--- config.mk ---
export PLATFORM = sky130hd
export DESIGN_NAME = bus_arb_node
export DESIGN_NICKNAME = d
export VERILOG_FILES = /design/src/rtl/bus_arb_pkg.sv /design/src/rtl/bus_arb_role.sv /design/src/rtl/bus_arb_owner.sv /design/src/rtl/bus_arb_reqdrv.sv /design/src/rtl/bus_arb_node.sv
export SDC_FILE = /design/constraint.sdc
export NUM_CORES = 1
export LEC_CHECK = 0
export ABC_AREA = 1
export BUFFER_PORTS_ARGS = -buffer_cell sky130_fd_sc_hd__buf_2
export CAP_MARGIN = 20
export CELL_PAD_IN_SITES_DETAIL_PLACEMENT = 1
export CELL_PAD_IN_SITES_GLOBAL_PLACEMENT = 1
export CORE_AREA = 5 5 42 44
export CTS_BUF_LIST = sky130_fd_sc_hd__clkbuf_4 sky130_fd_sc_hd__clkbuf_8
export DETAILED_ROUTE_END_ITERATION = 7
export DIE_AREA = 0 0 47 49
export GPL_ROUTABILITY_DRIVEN = 1
export GPL_TIMING_DRIVEN = 0
export PLACE_DENSITY = 0.63
export SYNTH_ARGS = -nofsm -noshare
export SYNTH_HDL_FRONTEND = slang
export SYNTH_SLANG_ARGS = --single-unit
--- constraint.sdc ---
create_clock -name clk -period 2 [get_ports clk]
set_clock_uncertainty 0.05 [all_clocks]
set_input_delay 0.6 -clock clk [delete_from_list [all_inputs] [get_ports clk]]
set_output_delay 0.6 -clock clk [all_outputs]
set_load 0.02 [all_outputs]
--- src/rtl/bus_arb_pkg.sv ---
package bus_arb_pkg;

  typedef enum logic {
    ROLE_SHARED = 1'b0,
    ROLE_SOLO   = 1'b1
  } role_kind_t;

  // An ID of zero, or one above the node count, selects the single-processor role
  function automatic logic id_is_solo(input logic [7:0] id, input int unsigned nodes);
    return (id == 8'd0) || (32'(id) > nodes);
  endfunction

endpackage

--- src/rtl/bus_arb_role.sv ---
module bus_arb_role
  import bus_arb_pkg::*;
#(
  parameter int unsigned NUM_NODES = 2,
  parameter int unsigned ID_W      = $clog2(NUM_NODES + 1)
) (
  input  logic            clk,
  input  logic            rst,
  input  logic [ID_W-1:0] node_id,
  output role_kind_t      kind,
  output logic [ID_W-1:0] line_idx
);

  role_kind_t      kind_q;
  logic [ID_W-1:0] idx_q;

  // Capture the hard-wired ID only while reset is held
  always_ff @(posedge clk) begin
    if (rst) begin
      kind_q <= id_is_solo(8'(node_id), NUM_NODES) ? ROLE_SOLO : ROLE_SHARED;
      idx_q  <= node_id;
    end
  end

  assign kind     = kind_q;
  assign line_idx = idx_q;

endmodule

--- src/rtl/bus_arb_owner.sv ---
module bus_arb_owner #(
  parameter int unsigned NUM_NODES = 2,
  parameter int unsigned ID_W      = $clog2(NUM_NODES + 1)
) (
  input  logic                 clk,
  input  logic                 rst,
  input  logic [NUM_NODES-1:0] breq_in,
  input  logic                 host_req,
  output logic [ID_W-1:0]      owner_q,
  output logic [ID_W-1:0]      owner_d
);

  logic owner_holds;

  // Level of the current owner's request line (zero when idle)
  always_comb begin
    owner_holds = 1'b0;
    for (int i = 0; i < NUM_NODES; i++) begin
      if (owner_q == ID_W'(i + 1)) owner_holds = breq_in[i];
    end
  end

  // An owner whose line drops goes to idle first; the idle cycle is the changeover gap
  always_comb begin
    owner_d = owner_q;
    if (owner_q != '0) begin
      if (!owner_holds) owner_d = '0;
    end else if (!host_req) begin
      for (int i = NUM_NODES - 1; i >= 0; i--) begin
        if (breq_in[i]) owner_d = ID_W'(i + 1);
      end
    end
  end

  always_ff @(posedge clk) begin
    if (rst) owner_q <= '0;
    else     owner_q <= owner_d;
  end

endmodule

--- src/rtl/bus_arb_reqdrv.sv ---
module bus_arb_reqdrv
  import bus_arb_pkg::*;
(
  input  logic       clk,
  input  logic       rst,
  input  role_kind_t kind,
  input  logic       is_master,
  input  logic       core_req,
  input  logic       dma_req,
  input  logic       lock,
  input  logic       host_req,
  input  logic       cpa_in,
  output logic       breq_out,
  output logic       cpa_drive
);

  logic cpa_other;
  logic master_want;
  logic slave_want;
  logic yield_bus;
  logic breq_d;
  logic cpa_d;

  // Only a slave pulls the priority line, so a level not caused by this node comes from the other
  assign cpa_other   = cpa_in & ~cpa_drive;
  assign master_want = core_req | dma_req | lock;
  assign slave_want  = core_req | (dma_req & ~cpa_other);
  assign yield_bus   = ~lock & (host_req | (cpa_other & ~core_req));

  always_comb begin
    if (kind == ROLE_SOLO) begin
      breq_d = 1'b0;
      cpa_d  = 1'b0;
    end else if (is_master) begin
      breq_d = master_want & ~yield_bus;
      cpa_d  = 1'b0;
    end else begin
      breq_d = slave_want & ~host_req;
      cpa_d  = core_req;
    end
  end

  always_ff @(posedge clk) begin
    if (rst) begin
      breq_out  <= 1'b0;
      cpa_drive <= 1'b0;
    end else begin
      breq_out  <= breq_d;
      cpa_drive <= cpa_d;
    end
  end

endmodule

--- src/rtl/bus_arb_node.sv ---
module bus_arb_node
  import bus_arb_pkg::*;
#(
  parameter int unsigned NUM_NODES = 2,
  localparam int unsigned ID_W     = $clog2(NUM_NODES + 1)
) (
  input  logic                 clk,
  input  logic                 rst,
  input  logic [ID_W-1:0]      node_id,
  input  logic                 core_req,
  input  logic                 dma_req,
  input  logic                 lock,
  input  logic                 host_req,
  input  logic [NUM_NODES-1:0] breq_in,
  output logic                 breq_out,
  input  logic                 cpa_in,
  output logic                 cpa_drive,
  output logic                 is_master
);

  role_kind_t      kind;
  logic [ID_W-1:0] line_idx;
  logic [ID_W-1:0] owner_q;
  logic [ID_W-1:0] owner_d;
  logic            role_solo;

  bus_arb_role #(.NUM_NODES(NUM_NODES), .ID_W(ID_W)) u_role (
    .clk      (clk),
    .rst      (rst),
    .node_id  (node_id),
    .kind     (kind),
    .line_idx (line_idx)
  );

  bus_arb_owner #(.NUM_NODES(NUM_NODES), .ID_W(ID_W)) u_owner (
    .clk      (clk),
    .rst      (rst),
    .breq_in  (breq_in),
    .host_req (host_req),
    .owner_q  (owner_q),
    .owner_d  (owner_d)
  );

  bus_arb_reqdrv u_reqdrv (
    .clk       (clk),
    .rst       (rst),
    .kind      (kind),
    .is_master (is_master),
    .core_req  (core_req),
    .dma_req   (dma_req),
    .lock      (lock),
    .host_req  (host_req),
    .cpa_in    (cpa_in),
    .breq_out  (breq_out),
    .cpa_drive (cpa_drive)
  );

  assign role_solo = (kind == ROLE_SOLO);

  // Registered mastership; a single-processor node is master straight out of reset
  always_ff @(posedge clk) begin
    if (rst) is_master <= id_is_solo(8'(node_id), NUM_NODES);
    else     is_master <= role_solo || (owner_d == line_idx);
  end

endmodule

* Word level (Yosys, flattened, before mapping)
Index checks and enable logic that the tools add are counted.
Widths: inputs -> output; s select.
** Word-level totals
- Output and inout bits :: 3
- Flip-flop bits (word level) :: 8
- Bits of input ports :: 11
- Word-level logic and storage cells :: 42
** Cells by class
- Eq/ne operators :: 3
- Reduce and logical (&&, ||, !) cells :: 6
- Bitwise gates (word level) :: 16
- Order comparisons :: 1
- Multiplexer cells :: 10
** Operators by type and width (number)
- $mux 2 :: 5
- $and 1x1->1 :: 6
- $not 1->1 :: 6
- $mux 1 :: 5
- $or 1x1->1 :: 4
- $reduce_or 3->1 :: 1
- $eq 2x1->1 const B :: 1
- $eq 2x2->1 :: 1
- $eq 2x2->1 const B :: 1
- $gt 2x2->1 const B :: 1
- $logic_not 2->1 :: 1
- $logic_or 1x1->1 :: 2
- $reduce_bool 2->1 :: 1
- $reduce_or 2->1 :: 1

* Logic depth before layout (Yosys ltp)
Gate-level depths: netlist of the first run.
- Word-level depth :: 8
- Mapped depth :: 7
- Mapped depth without buffers :: 7

* By module
Synthesis of the first run repeated with hierarchy kept, for this count alone.
** Unflattened totals
- Cell total of the unflattened synthesis :: 53
- Area total of the unflattened synthesis :: 412.9 um2
** Modules (own cells, without submodules)
- bus_arb_owner :: sequential area each 40.0 um2, area an instance 117.6 um2, cells an instance 14, times used 1
- bus_arb_role :: sequential area each 90.1 um2, area an instance 108.9 um2, cells an instance 8, times used 1
- bus_arb_reqdrv :: sequential area each 40.0 um2, area an instance 97.6 um2, cells an instance 13, times used 1
- bus_arb_node :: sequential area each 20.0 um2, area an instance 88.8 um2, cells an instance 18, times used 1

* Worst setup path after synthesis of the first run
No wires, ideal clock.
- Path type :: input -> register
- Start :: input port breq_in[1]
- End :: register is_master
- Path buffers :: 0
- Data required time :: 1.884 ns
- Slack :: 0.832 ns
- Library setup time :: 0.066 ns
- Arrival time :: 1.052 ns
- Stages :: 6
- Cell sequence :: inv_1 -> nor2_1 -> nand3_1 -> nand2_1 -> nand3_2 -> a21oi_2
** Between the ends
- Word-level cells in the longest chain between the ends :: 7
- Elaborated cells between the ends (all ways) :: 9
- Classes of those cells :: eq/ne (1); mux (7); reduce/logical (1)
** RTL lines
- start: declaration :: line bus_arb_node.sv:14 : input logic [NUM_NODES-1:0] breq_in,
- $mux 2 (2 in series) :: line bus_arb_owner.sv:30 : if (breq_in[i]) owner_d = ID_W'(i + 1);
- $mux 2 :: line bus_arb_owner.sv:28 : end else if (!host_req) begin
- $mux 2 * :: line bus_arb_owner.sv:26 : if (owner_q != '0) begin
- $eq 2x2->1 * :: line bus_arb_node.sv:63 : else is_master <= role_solo || (owner_d == line_idx);
- $logic_or 1x1->1 * :: line bus_arb_node.sv:63
- $mux 1 * :: line bus_arb_node.sv:62 : if (rst) is_master <= id_is_solo(8'(node_id), NUM_NODES);
- end signal: assignment :: line bus_arb_node.sv:62
- end signal: assignment :: line bus_arb_node.sv:63
- end: declaration :: line bus_arb_node.sv:18 : output logic is_master
Every way passes the cells marked *; elsewhere a longest branch is shown, timed or not.
A chain may end at the register's enable or synchronous reset.

* Final worst setup path of the first run
- Start :: register is_master
- End :: output port is_master
No word-level cell between the ends.

==> results.toml, run 1 <==
[routing]
drt_drc_violations_left = 0
detailroute.via_count = 310
detail_route.wl_per_cell_um = 9.36
vias_per_cell = 4.13
ant_nets = 0
drt_pass1_iterations = 2
wl_um = 702
first_iter_violations = 4

[synth]
post-synth-top-area-cell = "sky130_fd_sc_hd__dfxtp_1"
ys_warn_count = 0
synth.ff_latch_count = 8
synth.avg_cell_area_um2 = 8.25
synth.cell_area_um2 = 347
syn_nets = 53
synth.top_cell.area_share_pct = 28.9
synth.area.top_cells = "sky130_fd_sc_hd__dfxtp_1 (29%), sky130_fd_sc_hd__edfxtp_1 (26%), sky130_fd_sc_hd__inv_1 (9.7%), sky130_fd_sc_hd__nand2_1 (8.7%), sky130_fd_sc_hd__nor2_1 (6.5%)"
yosysSeqAreaShare_pct = 54.9
synthCells = 42
yosys.cell_types.count = 15

[sta]
finalWorstPathRequiredPeriod_ns = 1.41
timing.final.crit_share_pct = 70.3
setup_total_negative_slack_ns = 0
slew_viol_final = 0
fmax_mhz = 712
finalSetupViolCount = 0
timing_worst_slew_pin_value_ns = 0.193
max_slew_margin_pct = 87.0
final-hold-violation-count = 0
rsz0062_at_grt = "no"

[layout]
most-common-layout-cells = "sky130_fd_sc_hd__buf_2 (13), sky130_fd_sc_hd__inv_1 (9), sky130_fd_sc_hd__nand2_1 (8), sky130_fd_sc_hd__nor2_1 (6), sky130_fd_sc_hd__dfxtp_1 (5)"
most_common_cell_after_layout_fill_and_taps_aside = "sky130_fd_sc_hd__buf_2"
nFillCells = 181
relative_area_change_from_synthesis_to_final_layout_pct = 33.2
postLayoutCellArea_um2 = 462
final_layout_size_suffix_gt1_share_pct = 33.9
antenna_cells = 0
num-nets-final = 71
multi_input_area_um2 = 119
seq_cell_area_um2 = 190

[clock_tree]
cts-resized-gates = 0
clock_insertion_delay_worst_skew_ns = 0.25
clockBufferDepth = 2
ctsHoldBuffers = 0
path_clk_slew_ns = 0.05
cts-root-buf = "sky130_fd_sc_hd__clkbuf_4"
tritoncts = "done"
numCtsBuffers = 3
post_cts_buffers = 0
clkSinkCount = 8
cts_htree_levels = 1

[placed_design]
place.detailed.hpwl_um = 613
cell_area_placed_um2 = 432
port-buffer-count = 13
place_congestion = 0.639

[floorplanning]
dieArea_mm2 = 0.00230
design.core.area_mm2 = 0.00140
design.portCount = 14
initial_core_util_pct = 24.7
placement_rows = 14
fp.dieW_um = 47
die-height_um = 49

[run_status]
status = "finished, final reports clean"

[worst_setup_path]
startpoint_type = "flip-flop"
cp_slowest_stage_delay_ns = 0.34
cp_top_family = "flip-flops"
worst-endpoint-required_ns = 1.35
worstPathMaxFanout = 3
crit_arrival_ns = 0.76
path_class = "reg -> out"
cell_with_the_biggest_individual_delay_on_the_critical_path = "sky130_fd_sc_hd__dfxtp_1"
worstPathCellList = "buf_2"
path_buf_inv = 1
endpoint_kind = "primary output"

[grt]
grt_antenna_before_repair = 0
first_global_vias = 294
largest_net_degree_at_the_start_of_global_routing = 8
overflow = 0
global_route_total_usage_across_every_layer_pct = 7.37
grt_pass1_wl_um = 1180

[power]
worst_ir_drop_vdd_mv = 0.333
leakage_nw = 0.244
design_power_mw = 0.383
p_per_area_mw_per_mm2 = 829

[flow_run]
drv.max_cap_violation_count = 0

[worst_hold_path]
worstHoldPathType = "reg -> reg"
[logic make-up after synthesis]
family	synth area share [%]
and+or+nand+nor	24.2
buffers and inverters	10.8
DFF	54.9
AOI/OAI and AO/OA	7.58
xor gates and xnor gates	2.53
[area by class of cell]
| cell class | count | share of cell area, % |
|---|---|---|
| multi-input combinational | 24 | 25.7 |
| inverter | 10 | 8.13 |
| sequential | 8 | 41.2 |
| clock buffer | 4 | 6.50 |
| timing repair buffer | 13 | 14.1 |
| tap | 16 | 4.34 |
[state kept, by name, indices dropped and copies added (netlist names)]
register,flops
u_owner.owner_q,2
u_role.line_idx,2
is_master,1
u_reqdrv.breq_out,1
u_reqdrv.cpa_drive,1
u_role.kind,1
[per-layer routing]
layer / global-route usage [%] / vias up / wire [µm]
li1: - / 166 / -
met1: 8.50 / 136 / 308
met2: 10.2 / 6 / 335
met3: 4.43 / 2 / 44
met4: 4.15 / 0 / 13
met5: 0 / - / 0
[path summary, 6_finish.rpt]
path | startpoint | slack (ns) | depth (start not counted) | endpoint
max | is_master | 0.59 | 1 | is_master
min | is_master | 0.39 | 1 | u_reqdrv.cpa_drive
max reg2reg | u_owner.owner_q[0] | 1.05 | 5 | is_master
min reg2reg | is_master | 0.39 | 1 | u_reqdrv.cpa_drive
[cells in the mapped netlist]
library cell,instances
sky130_fd_sc_hd__nand2_1,8
sky130_fd_sc_hd__nand3_1,2
sky130_fd_sc_hd__a21o_1,1
sky130_fd_sc_hd__a21oi_1,1
sky130_fd_sc_hd__a21oi_2,1
sky130_fd_sc_hd__edfxtp_1,3
sky130_fd_sc_hd__o21ai_0,1
sky130_fd_sc_hd__nor3_1,1
sky130_fd_sc_hd__inv_2,1
sky130_fd_sc_hd__nand3_2,1
sky130_fd_sc_hd__nor2_1,6
sky130_fd_sc_hd__dfxtp_1,5
sky130_fd_sc_hd__nand4_1,1
sky130_fd_sc_hd__inv_1,9
sky130_fd_sc_hd__xnor2_1,1
[report_power, final]
part	switching, mW	internal [mW]	total [mW]
registers	0.00532	0.182	0.187
clock network	0.0525	0.0897	0.142
logic	0.0309	0.0222	0.0531
[stage by stage]
step,utilization (%),instances,hold slack (ns),worst slack [ns]
after floorplan,-,42,0.442,0.832
after global placement,30.8,71,0.388,0.655
after detailed placement,30.8,71,0.388,0.634
after CTS,32.9,75,0.395,0.586
after global routing,32.9,75,0.413,0.563
final,32.9,75,0.394,0.595
(Power assumes the default switching activity.)
==> run 2: changes to the inputs <==
Settings changed: ABC_AREA 1 to 0, PLACE_DENSITY 0.63 to 0.61.
Clock period 2 ns to 1.2 ns, I/O delays scaled along.
==> results.toml, run 2 <==
[worst_setup_path]
worstPathMaxFanout = 3
endpoint_kind = "primary output"
worst-endpoint-required_ns = 0.79
startpoint_type = "flip-flop"
cell_with_the_biggest_individual_delay_on_the_critical_path = "sky130_fd_sc_hd__dfxtp_1"
cp_slowest_stage_delay_ns = 0.35
crit_arrival_ns = 0.76
worstPathCellList = "buf_4"
path_class = "reg -> out"
path_buf_inv = 1
setup_slack_of_the_most_critical_reg_to_reg_path_ns = 0.05
cp_top_family = "flip-flops"

[synth]
yosys.cell_count.top_type = "sky130_fd_sc_hd__dfxtp_1"
synth.top_cell.area_share_pct = 30.2
synth.cell_area_um2 = 332
post-synth-top-area-cell = "sky130_fd_sc_hd__dfxtp_1"
ys_top_cells_by_count = "sky130_fd_sc_hd__dfxtp_1 (5), sky130_fd_sc_hd__nor2b_1 (4), sky130_fd_sc_hd__edfxtp_1 (3), sky130_fd_sc_hd__nor2_1 (3)"
synth_edf_count = 3
synth.ff_latch_count = 8
syn_nets = 40
ys_dominant_reg_cell = "sky130_fd_sc_hd__dfxtp_1"
synth.area.top_cells = "sky130_fd_sc_hd__dfxtp_1 (30%), sky130_fd_sc_hd__edfxtp_1 (27%), sky130_fd_sc_hd__nor2b_1 (7.5%), sky130_fd_sc_hd__nor3b_2 (3.8%), sky130_fd_sc_hd__nor4_2 (3.8%)"
asyncSetResetFlopFracSynth_pct = 0
synthCells = 29
ys_warn_count = 0
yosysSeqAreaShare_pct = 57.4
yosys.cell_types.count = 18
synth.avg_cell_area_um2 = 11.4

[grt]
global_route_total_usage_across_every_layer_pct = 8.65
overflow = 0
grt_antenna_before_repair = 0
largest_net_degree_at_the_start_of_global_routing = 12
grt_pass1_wl_um = 1290
first_global_vias = 318

[sta]
setup_total_negative_slack_ns = 0
timing.final.crit_share_pct = 97.4
final-hold-violation-count = 0
rsz0062_at_grt = "yes"
finalWorstPathRequiredPeriod_ns = 1.17
timing_worst_slew_pin_value_ns = 0.402
fmax_mhz = 855
finalSetupViolCount = 0
max_slew_margin_pct = 73.0
slew_viol_final = 0

[layout]
seq_cell_area_um2 = 190
multi_input_area_um2 = 141
postLayoutCellArea_um2 = 457
relative_area_change_from_synthesis_to_final_layout_pct = 37.7
nFillCells = 180
final_layout_size_suffix_gt1_share_pct = 42.6
most-common-layout-cells = "sky130_fd_sc_hd__buf_2 (12), sky130_fd_sc_hd__dfxtp_1 (5), sky130_fd_sc_hd__nor2b_1 (4), sky130_fd_sc_hd__clkbuf_4 (4)"
num-nets-final = 59
antenna_cells = 0
most_common_cell_after_layout_fill_and_taps_aside = "sky130_fd_sc_hd__buf_2"

[floorplanning]
fp.dieW_um = 47
dieArea_mm2 = 0.00230
design.core.area_mm2 = 0.00140
placement_rows = 14
die-height_um = 49
design.portCount = 14
initial_core_util_pct = 23.7

[routing]
detail_route.wl_per_cell_um = 12.5
wl_um = 787
detailroute.via_count = 291
drt_drc_violations_left = 0
vias_per_cell = 4.62
drt_pass1_iterations = 4
first_iter_violations = 2
ant_nets = 0

[clock_tree]
tritoncts = "done"
clkSinkCount = 8
path_clk_slew_ns = 0.06
clock_insertion_delay_worst_skew_ns = 0.26
ctsHoldBuffers = 0
cts-root-buf = "sky130_fd_sc_hd__clkbuf_4"
cts_htree_levels = 1
clockBufferDepth = 2
numCtsBuffers = 3

[placed_design]
place_congestion = 0.623
cell_area_placed_um2 = 417
port-buffer-count = 13

[power]
p_per_area_mw_per_mm2 = 1450
worst_ir_drop_vdd_mv = 0.599
leakage_nw = 0.197
design_power_mw = 0.660

[run_status]
status = "finished, final reports clean"

[flow_run]
drv.max_cap_violation_count = 0

[worst_hold_path]
worstHoldPathType = "in -> reg"
==> run 2: changes by cell type in the layout (fill, tap and decap cells not counted), sizes merged, moves of 2 or more <==
cell,before,now
nor4,0,2
nor2,6,3
nor2b,0,4
inv,10,0
nand2,8,1
nand3,3,0
==> run 2: repair_timing <==
item                                   CTS  global route
resized for setup                        1             0
setup endpoints to repair                2             2
setup buffers                            1             0
endpoints found under the hold margin    0             0
pin swaps                                1             0
==> run 2: final cells by class <==
cell class	instances	share of cell area [%]
multi-input combinational	21	31.0
sequential	8	41.6
timing repair buffer	14	16.4
clock buffer	4	6.58
tap	16	4.38
==> run 2: worst paths after layout <==
kind / from / to / cells past startpoint
worst max register to register: u_role.kind / is_master / 3
worst min register to register: is_master / u_reqdrv.cpa_drive / 1
worst max-delay path: is_master / is_master / 1
worst min-delay path: node_id[0] / u_role.line_idx[0] / 1
==> run 2: routing by layer <==
metal | vias up | part of all wire (%) | track usage (%)
met2 | 14 | 56 | 14.5
met3 | 2 | 13 | 7.01
li1 | 140 | - | -
met1 | 135 | 30 | 6.05
met4 | 0 | 1.3 | 5.53
met5 | - | 0 | 0
==> run 2: report_power, final <==
part | internal, mW | switching (mW) | total [mW]
logic | 0.0482 | 0.0466 | 0.0948
clock network | 0.150 | 0.0984 | 0.249
registers | 0.305 | 0.0122 | 0.317
total | 0.503 | 0.157 | 0.660
==> run 2: stage by stage <==
stage               setup slack (ns)  std cells  utilization [%]  hold WS [ns]
floorplan                     0.0682         29                -         0.382
global placement              -0.117         58             29.7         0.393
detailed placement            -0.128         58             29.7         0.415
CTS                          0.00735         63             32.6         0.235
global route                 -0.0314         63             32.6         0.222
finish                        0.0308         63             32.6         0.250
==> run 2: cells by family (layout without fill, tap and decap cells) <==
group | Yosys count | after routing | share of synthesized area (%)
buf+inv | 0 | 18 | 0
mux | 1 | 1 | 3.02
xor+xnor | 1 | 1 | 2.64
compound gates | 3 | 3 | 5.66
flops | 8 | 8 | 57.4
simple gates | 16 | 16 | 31.3
==> run 2: worst reg2reg max path, stage by stage, from the launching register on <==
cell	delay, ns
sky130_fd_sc_hd__edfxtp_1	0.43
sky130_fd_sc_hd__or3_1	0.32
sky130_fd_sc_hd__mux2i_1	0.17
sky130_fd_sc_hd__nor4_2	0.06
==> run 3: changes to the inputs <==
Settings changed: BUFFER_PORTS_ARGS -buffer_cell sky130_fd_sc_hd__buf_2 to -buffer_cell sky130_fd_sc_hd__buf_4.
==> results.toml, run 3 (same netlist as run 2, synthesis figures left out) <==
[run_status]
status = "finished, final reports clean"

[worst_setup_path]
endpoint_kind = "flip-flop"
worstPathCellList = "buf_4 > nor4_1 > nor4_2"
reg2reg_depth = 3
worstPathMaxFanout = 4
cell_with_the_biggest_individual_delay_on_the_critical_path = "sky130_fd_sc_hd__edfxtp_1"
startpoint_type = "flip-flop"
crit_arrival_ns = 1.28
cp_slowest_stage_delay_ns = 0.42
path_class = "reg -> reg"
worst-endpoint-required_ns = 1.29

[sta]
final-hold-violation-count = 0
setup_total_negative_slack_ns = 0
finalWorstPathRequiredPeriod_ns = 1.19
fmax_mhz = 842
max_slew_margin_pct = 75.4
timing_worst_slew_pin_value_ns = 0.366
timing.final.crit_share_pct = 99.0
holdWs_ns = 0.234
finalSetupViolCount = 0
slew_viol_final = 0
rsz0062_at_grt = "yes"

[routing]
drt_pass1_iterations = 2
ant_nets = 0
vias_per_cell = 4.63
first_iter_violations = 1
wl_um = 836
detailroute.via_count = 301
detail_route.wl_per_cell_um = 12.9
drt_drc_violations_left = 0

[clock_tree]
cts_htree_levels = 1
clock_insertion_delay_worst_skew_ns = 0.26
ctsHoldBuffers = 0
clockBufferDepth = 2
tritoncts = "done"
cts-root-buf = "sky130_fd_sc_hd__clkbuf_4"
numCtsBuffers = 3
clkSinkCount = 8
path_clk_slew_ns = 0.06

[floorplanning]
placement_rows = 14
dieArea_mm2 = 0.00230
design.core.area_mm2 = 0.00140
initial_core_util_pct = 23.7
die-height_um = 49
design.portCount = 14
fp.dieW_um = 47

[layout]
antenna_cells = 0
most_common_cell_after_layout_fill_and_taps_aside = "sky130_fd_sc_hd__buf_4"
relative_area_change_from_synthesis_to_final_layout_pct = 52.5
num-nets-final = 61
most-common-layout-cells = "sky130_fd_sc_hd__buf_4 (16), sky130_fd_sc_hd__nor2b_1 (4), sky130_fd_sc_hd__clkbuf_4 (4), sky130_fd_sc_hd__dfxtp_1 (4), sky130_fd_sc_hd__edfxtp_1 (3)"
final_layout_size_suffix_gt1_share_pct = 49.0
layout.cells.non_filler = 65

[grt]
largest_net_degree_at_the_start_of_global_routing = 12
grt_pass1_wl_um = 1240
overflow = 0
first_global_vias = 314
global_route_total_usage_across_every_layer_pct = 8.00
grt_antenna_before_repair = 0

[placed_design]
port-buffer-count = 13
numPlacedInstances = 58
place_congestion = 0.726

[flow_run]
drv.max_cap_violation_count = 0

[power]
design_power_mw = 0.690
worst_ir_drop_vdd_mv = 0.466
leakage_nw = 0.215
p_per_area_mw_per_mm2 = 1360

[worst_hold_path]
worstHoldPathType = "in -> reg"
whs_path_depth = 1
## run 3: cell types whose count changed in the layout (fill, tap and decap cells not counted)
cell                      previous run  this run
sky130_fd_sc_hd__dfxtp_2             0         1
sky130_fd_sc_hd__buf_2              12         0
sky130_fd_sc_hd__buf_4               2        16
sky130_fd_sc_hd__nor2_1              3         2
sky130_fd_sc_hd__nor2_2              0         1
sky130_fd_sc_hd__dfxtp_1             5         4
## run 3: worst max-delay path: cells and delay by family (launching register included)
kind | cells | cell delay (ns)
and+or+nand+nor | 2 | 0.44
buffers and inverters | 1 | 0.16
DFF | 1 | 0.42
## run 3: path summary, 6_finish.rpt
kind                                  start            endpoint  slack, ns
worst max-delay path            u_role.kind           is_master       0.01
worst min-delay path             node_id[0]  u_role.line_idx[0]       0.23
worst max register to register  u_role.kind           is_master       0.01
worst min register to register    is_master  u_reqdrv.cpa_drive       0.38
## run 3: stage by stage
step,worst slack [ns],util [%],cell area [µm²]
floorplan,0.0682,-,332
global placement,-0.0821,32.1,449
detailed placement,-0.117,32.1,449
CTS,0.00380,35.3,494
global route,-0.0302,36.1,505
finish,0.0122,36.1,505
## run 3: area by class of cell
type | count | area [µm²]
Tap cell | 16 | 20.0
Multi-Input combinational cell | 21 | 144
Clock buffer | 4 | 30.0
Sequential cell | 8 | 191
Fill cell | 171 | 896
Timing Repair Buffer | 16 | 120
## run 3: where the power goes
part | internal (mW) | switching, mW
sequential | 0.306 | 0.0125
clock | 0.151 | 0.104
combinational | 0.0678 | 0.0492
total | 0.524 | 0.166
## run 3: repair_timing
item	in CTS	in global routing
pin swaps	0	1
endpoints found under the setup margin	1	2
setup buffers	2	1
gates resized for setup	0	2
## run 3: routing by layer
layer	vias up	track usage (%)	wire length, µm	share of wire (%)
met1	139	6.70	256	31
met3	3	3.32	104	12
met5	-	0	0	0
met4	0	6.91	31	3.7
met2	14	13.3	442	53
li1	145	-	-	-
